==> src/rtl/pms_pkg.sv <==
package pms_pkg;
  typedef enum logic [1:0] {
    MODE_RESET  = 2'd0,
    MODE_NREQ   = 2'd1,
    MODE_NORMAL = 2'd2,
    MODE_SLEEP  = 2'd3
  } pms_mode_e;
endpackage

==> src/rtl/pms_prescaler.sv <==
module pms_prescaler #(
  parameter int DIV = 50000
) (
  input  logic clk_i,
  input  logic rst_ni,
  input  logic clr_i,
  output logic tick_o
);
  localparam int CW = (DIV > 1) ? $clog2(DIV) : 1;
  logic [CW-1:0] cnt_q;

  assign tick_o = (cnt_q == CW'(DIV - 1));

  always_ff @(posedge clk_i or negedge rst_ni) begin
    if (!rst_ni)     cnt_q <= '0;
    else if (clr_i)  cnt_q <= '0;
    else if (tick_o) cnt_q <= '0;
    else             cnt_q <= cnt_q + CW'(1);
  end
endmodule

==> src/rtl/pms_window_timer.sv <==
module pms_window_timer #(
  parameter int MAX_MS = 350,
  localparam int W = $clog2(MAX_MS + 1)
) (
  input  logic         clk_i,
  input  logic         rst_ni,
  input  logic         clr_i,
  input  logic         tick_i,
  input  logic [W-1:0] len_i,
  output logic         expire_o
);
  logic [W-1:0] ms_q;

  assign expire_o = tick_i && (ms_q == len_i - W'(1));

  always_ff @(posedge clk_i or negedge rst_ni) begin
    if (!rst_ni)     ms_q <= '0;
    else if (clr_i)  ms_q <= '0;
    else if (tick_i) ms_q <= ms_q + W'(1);
  end
endmodule

==> src/rtl/pms_fsm.sv <==
module pms_fsm
  import pms_pkg::*;
#(
  parameter int RST_SHORT_MS = 20,
  parameter int RST_LONG_MS  = 100,
  parameter int NREQ_MS      = 350,
  parameter int WDG_MS       = 100,
  parameter int LW           = 9
) (
  input  logic          clk_i,
  input  logic          rst_ni,
  input  logic          uv_i,
  input  logic          batfail_clr_i,
  input  logic          lp_sleep_i,
  input  logic          wd_wr_i,
  input  logic          wake_i,
  input  logic          expire_i,
  output pms_mode_e     mode_o,
  output logic          restart_o,
  output logic [LW-1:0] len_o
);
  pms_mode_e mode_q, mode_d;
  logic      long_q, long_d;   // current reset window leads to sleep
  logic      bf_q;

  always_comb begin
    mode_d    = mode_q;
    long_d    = long_q;
    restart_o = 1'b0;
    unique case (mode_q)
      MODE_RESET: if (expire_i) begin
        mode_d    = long_q ? MODE_SLEEP : MODE_NREQ;
        long_d    = 1'b0;
        restart_o = 1'b1;
      end
      MODE_NREQ, MODE_NORMAL: begin
        if (uv_i) begin
          mode_d    = MODE_RESET;
          long_d    = lp_sleep_i && !bf_q;
          restart_o = 1'b1;
        end else if (wd_wr_i) begin
          mode_d    = MODE_NORMAL;
          restart_o = 1'b1;
        end else if (expire_i) begin
          mode_d    = MODE_RESET;
          long_d    = 1'b0;
          restart_o = 1'b1;
        end
      end
      MODE_SLEEP: if (wake_i) begin
        mode_d    = MODE_RESET;
        long_d    = 1'b0;
        restart_o = 1'b1;
      end
      default: ;
    endcase
  end

  always_comb begin
    unique case (mode_q)
      MODE_RESET:  len_o = long_q ? LW'(RST_LONG_MS) : LW'(RST_SHORT_MS);
      MODE_NREQ:   len_o = LW'(NREQ_MS);
      default:     len_o = LW'(WDG_MS);
    endcase
  end

  always_ff @(posedge clk_i or negedge rst_ni) begin
    if (!rst_ni) begin
      mode_q <= MODE_RESET;
      long_q <= 1'b0;
      bf_q   <= 1'b1;
    end else begin
      mode_q <= mode_d;
      long_q <= long_d;
      if (batfail_clr_i) bf_q <= 1'b0;
    end
  end

  assign mode_o = mode_q;
endmodule

==> src/rtl/pwr_mode_seq.sv <==
module pwr_mode_seq
  import pms_pkg::*;
#(
  parameter int TICK_DIV     = 50000,
  parameter int RST_SHORT_MS = 20,
  parameter int RST_LONG_MS  = 100,
  parameter int NREQ_MS      = 350,
  parameter int WDG_MS       = 100
) (
  input  logic       clk_i,
  input  logic       rst_ni,
  input  logic       uv_i,
  input  logic       batfail_clr_i,
  input  logic       lp_sleep_i,
  input  logic       wd_wr_i,
  input  logic       wake_i,
  output logic [1:0] mode_o,
  output logic       rst_no,
  output logic       int_no,
  output logic       wd_o,
  output logic       main_en_o,
  output logic       aux_en_o
);
  localparam int M1     = (RST_SHORT_MS > RST_LONG_MS) ? RST_SHORT_MS : RST_LONG_MS;
  localparam int M2     = (NREQ_MS > WDG_MS) ? NREQ_MS : WDG_MS;
  localparam int MAX_MS = (M1 > M2) ? M1 : M2;
  localparam int LW     = $clog2(MAX_MS + 1);

  logic          tick, expire, restart;
  logic [LW-1:0] len;
  pms_mode_e     mode;

  pms_prescaler #(.DIV(TICK_DIV)) u_presc (
    .clk_i, .rst_ni, .clr_i(restart), .tick_o(tick)
  );

  pms_window_timer #(.MAX_MS(MAX_MS)) u_timer (
    .clk_i, .rst_ni, .clr_i(restart), .tick_i(tick), .len_i(len), .expire_o(expire)
  );

  pms_fsm #(
    .RST_SHORT_MS(RST_SHORT_MS), .RST_LONG_MS(RST_LONG_MS),
    .NREQ_MS(NREQ_MS), .WDG_MS(WDG_MS), .LW(LW)
  ) u_fsm (
    .clk_i, .rst_ni, .uv_i, .batfail_clr_i, .lp_sleep_i, .wd_wr_i, .wake_i,
    .expire_i(expire), .mode_o(mode), .restart_o(restart), .len_o(len)
  );

  assign mode_o    = mode;
  assign rst_no    = (mode != MODE_RESET);
  assign int_no    = (mode != MODE_RESET);
  assign wd_o      = (mode != MODE_SLEEP);
  assign main_en_o = (mode != MODE_SLEEP);
  assign aux_en_o  = (mode == MODE_NREQ) || (mode == MODE_NORMAL);
endmodule

==> config.mk <==
export PLATFORM = sky130hd
export DESIGN_NAME = pwr_mode_seq
export DESIGN_NICKNAME = d
export VERILOG_FILES = /design/src/rtl/pms_pkg.sv /design/src/rtl/pms_prescaler.sv /design/src/rtl/pms_window_timer.sv /design/src/rtl/pms_fsm.sv /design/src/rtl/pwr_mode_seq.sv
export SDC_FILE = /design/constraint.sdc
export NUM_CORES = 1
export LEC_CHECK = 0
export ABC_CLOCK_PERIOD_IN_PS = 4440
export BUFFER_PORTS_ARGS = -buffer_cell sky130_fd_sc_hd__buf_2
export CORE_ASPECT_RATIO = 1.1
export CORE_UTILIZATION = 45
export DETAILED_ROUTE_END_ITERATION = 10
export GPL_TIMING_DRIVEN = 0
export PLACE_DENSITY = 0.65
export RECOVER_POWER = 100
export SLEW_MARGIN = 20
export SYNTH_ARGS = -nofsm -noshare
export SYNTH_HDL_FRONTEND = slang
export SYNTH_SLANG_ARGS = --single-unit
==> constraint.sdc <==
create_clock -name clk_i -period 4.44 [get_ports clk_i]
set_input_delay 0.888 -clock clk_i [delete_from_list [all_inputs] [get_ports clk_i]]
set_output_delay 0.888 -clock clk_i [all_outputs]
set_load 0.03 [all_outputs]
==> impl_metrics.json <==
{
  "ff_latch_area_um2": 726.9,
  "grt_max_degree": 30,
  "grt_pass1_vias": 1269,
  "syn_inst": 173,
  "clkLatencyLatePin_ps": 330,
  "cts_buffers": 5,
  "die_y_um": 66.00,
  "viasPerCell": 5.302,
  "core_um2": 3441,
  "cap_violations": 1,
  "drt_iter0_drc": 87,
  "leakagePower_nw": 0.7177,
  "crit_path_start_kind": "flop",
  "wl_per_cell_um": 12.91,
  "cts.path.max_buffers": 2,
  "cp-end-kind": "flop",
  "synthDistinctLibCells": 43,
  "post_cts_buffers": 0,
  "slew_headroom_pct": -1.529,
  "routed_wl_mm": 3.124,
  "ios": 14,
  "synth_top_area_cell": "dfrtp_1",
  "syn_to_final_growth_pct": 10.08,
  "dpl.hpwl_mm": 2.292,
  "synthTopCellsByArea": "dfrtp_1 (42%), nor2_1 (5.8%), xnor2_1 (5.8%), xor2_1 (5.8%), ha_1 (4.5%)",
  "clk_pin_slew_ps": 90,
  "synth_edf_count": 0,
  "grt_pass1_wl_mm": 5.464,
  "fin_area_um2": 1844,
  "ys_ff_latch": 29,
  "antenna_found_initial": 0,
  "hold_violations": 0,
  "grt_overflow": 0,
  "drtPass1Iterations": 4,
  "cts.sinks": 29,
  "initial_core_util_pct": 48.69,
  "maxClockFrequency_ghz": 0.3400,
  "vias": 1283,
  "synth.top_cell.area_share_pct": 41.82,
  "crit_arrival_ps": 3120,
  "fin_crit_sh_pct": 66.25,
  "diodes": 0,
  "critPathMaxStageDelay_ps": 720,
  "htreeDepth": 2,
  "drcViolationCount": 0,
  "tritoncts": "yes",
  "cts_hold_buf": 0,
  "final.setup.tns_ps": 0,
  "postRouteAntennaNets": 0,
  "layout_common_cells": "dfrtp_1 (28), nor2_1 (26), clkbuf_1 (13), nand2_1 (12)",
  "ys.warnings.count": 0,
  "cts_resized": 0,
  "syn_nets": 186,
  "die_area_um2": 3971,
  "status": "finished with violations",
  "clock_skew_ps": 6.904,
  "violations": "capacitance limit, slew limit",
  "synth_ff_type": "dfrtp_1",
  "rsz0062_at_grt": "no",
  "globalplace.congestion": 0.9241,
  "n_fill_cell": 327,
  "track_usage_pct": 18.72,
  "cp_slowest_cell": "o31ai_1",
  "fin_ws_ps": 1498,
  "setup_viol": 0,
  "maxSlewViolCount": 30,
  "instances_no_fill": 242,
  "min_path_type": "reg2reg",
  "worstSetupPathType": "reg2reg",
  "layout-drive-gt1-share_pct": 10.31,
  "ys_seq_area_share_pct": 43.39,
  "cts_root_buf": "clkbuf_4",
  "io_buffers": 13,
  "syn_area_per_cell_um2": 9.684,
  "place_inst": 234,
  "vdd_drop_max_v": 0.0001538,
  "r2r_slack_ps": 1500,
  "multi_input_area_um2": 857.1,
  "placed_area_um2": 1800,
  "syn_area_um2": 1675,
  "crit_chain": "inv_1, ha_1, clkbuf_1, or3b_1, a211oi_1, nor3b_1, o31ai_1, nor2_1",
  "pre_cts_slack_ps": 2145,
  "worst_pin_slew_ps": 1523,
  "synth-async-reset-ratio_pct": 100.0,
  "critPathRequiredTime_ps": 4620,
  "powerDensity_nw_per_um2": 269.0,
  "cp_max_fo": 10,
  "mostFrequentLayoutCell": "dfrtp_1",
  "rows": 22,
  "period_needed_ps": 2942,
  "final_nets": 206,
  "die_width_um": 60.18
}
[worst paths after layout]
kind	startpoint	end	cells past startpoint
max	u_fsm.mode_o[1]$_DFFE_PN0P_	u_timer.ms_q[1]$_DFFE_PN0P_	8
min in group asynchronous	rst_ni	u_fsm.long_q$_DFFE_PN0P_	1
min	u_presc.cnt_q[0]$_DFF_PN0_	u_presc.cnt_q[0]$_DFF_PN0_	1
max in group asynchronous	rst_ni	u_presc.cnt_q[12]$_DFF_PN0_	1
min reg2reg	u_presc.cnt_q[0]$_DFF_PN0_	u_presc.cnt_q[0]$_DFF_PN0_	1
max reg2reg	u_fsm.mode_o[1]$_DFFE_PN0P_	u_timer.ms_q[1]$_DFFE_PN0P_	8
[per-layer routing]
layer	share of wire, %	GRT usage, %
met5	0	0
met3	3.9	5.871
met1	44	21.85
met2	50	31.04
met4	2.2	7.849
[through the flow]
step	utilization, %	power [mW]	hold WS (ps)
finish	53.60	0.4962	456.0
global route	53.60	0.5169	491.1
CTS	54.80	0.5059	462.6
detailed placement	52.33	0.2778	449.7
global placement	52.33	0.2776	443.8
floorplan	-	0.2694	425.1
[synthesized netlist by cell type (4+ instances only)]
master / number
nand2_1: 12
nor3_1: 5
xor2_1: 11
nand3_1: 6
nand4_1: 6
nor2_1: 26
dfrtp_1: 28
ha_1: 6
xnor2_1: 11
and3_1: 4
inv_1: 8
[cell families after synthesis]
family,count (synthesis),share of synthesized area [%]
compound gates,16,8.066
xor+xnor,22,11.50
buf+inv,14,4.107
flops,29,43.39
simple gates,83,26.59
fa+ha+maj,6,4.481
mux,3,1.867
[report_power, final]
part | total (mW) | internal (mW) | leakage [nW] | switching [mW]
Clock | 0.224 | 0.134 | 0.0455 | 0.0897
Sequential | 0.264 | 0.264 | 0.345 | 0
Combinational | 0.00814 | 0.00187 | 0.327 | 0.00627
Total | 0.496 | 0.400 | 0.718 | 0.0960
[final cells by class]
type                            instances  area share [%]
Tap cell                               48           3.256
Sequential cell                        29           39.42
Timing Repair Buffer                   13           2.985
Clock buffer                            7           2.985
Clock inverter                          1           1.628
Buffer                                  6           1.628
Multi-Input combinational cell        130           46.47
Inverter                                8           1.628
[critical path: cells and delay by family (launching register included)]
family                     cells  cell delay (ps)
and+or+nand+nor                3              650
adders and majority gates      1              200
DFF                            1              400
AOI/OAI and AO/OA              2             1080
buffers and inverters          2              470
[sequential cells by signal (all words and copies together) (netlist names)]
name / cells
u_fsm.bf_q: 1
u_fsm.long_q: 1
u_fsm.mode_o: 2
u_presc.cnt_q: 16
u_timer.ms_q: 9
Power figures use the tool's default switching activity.
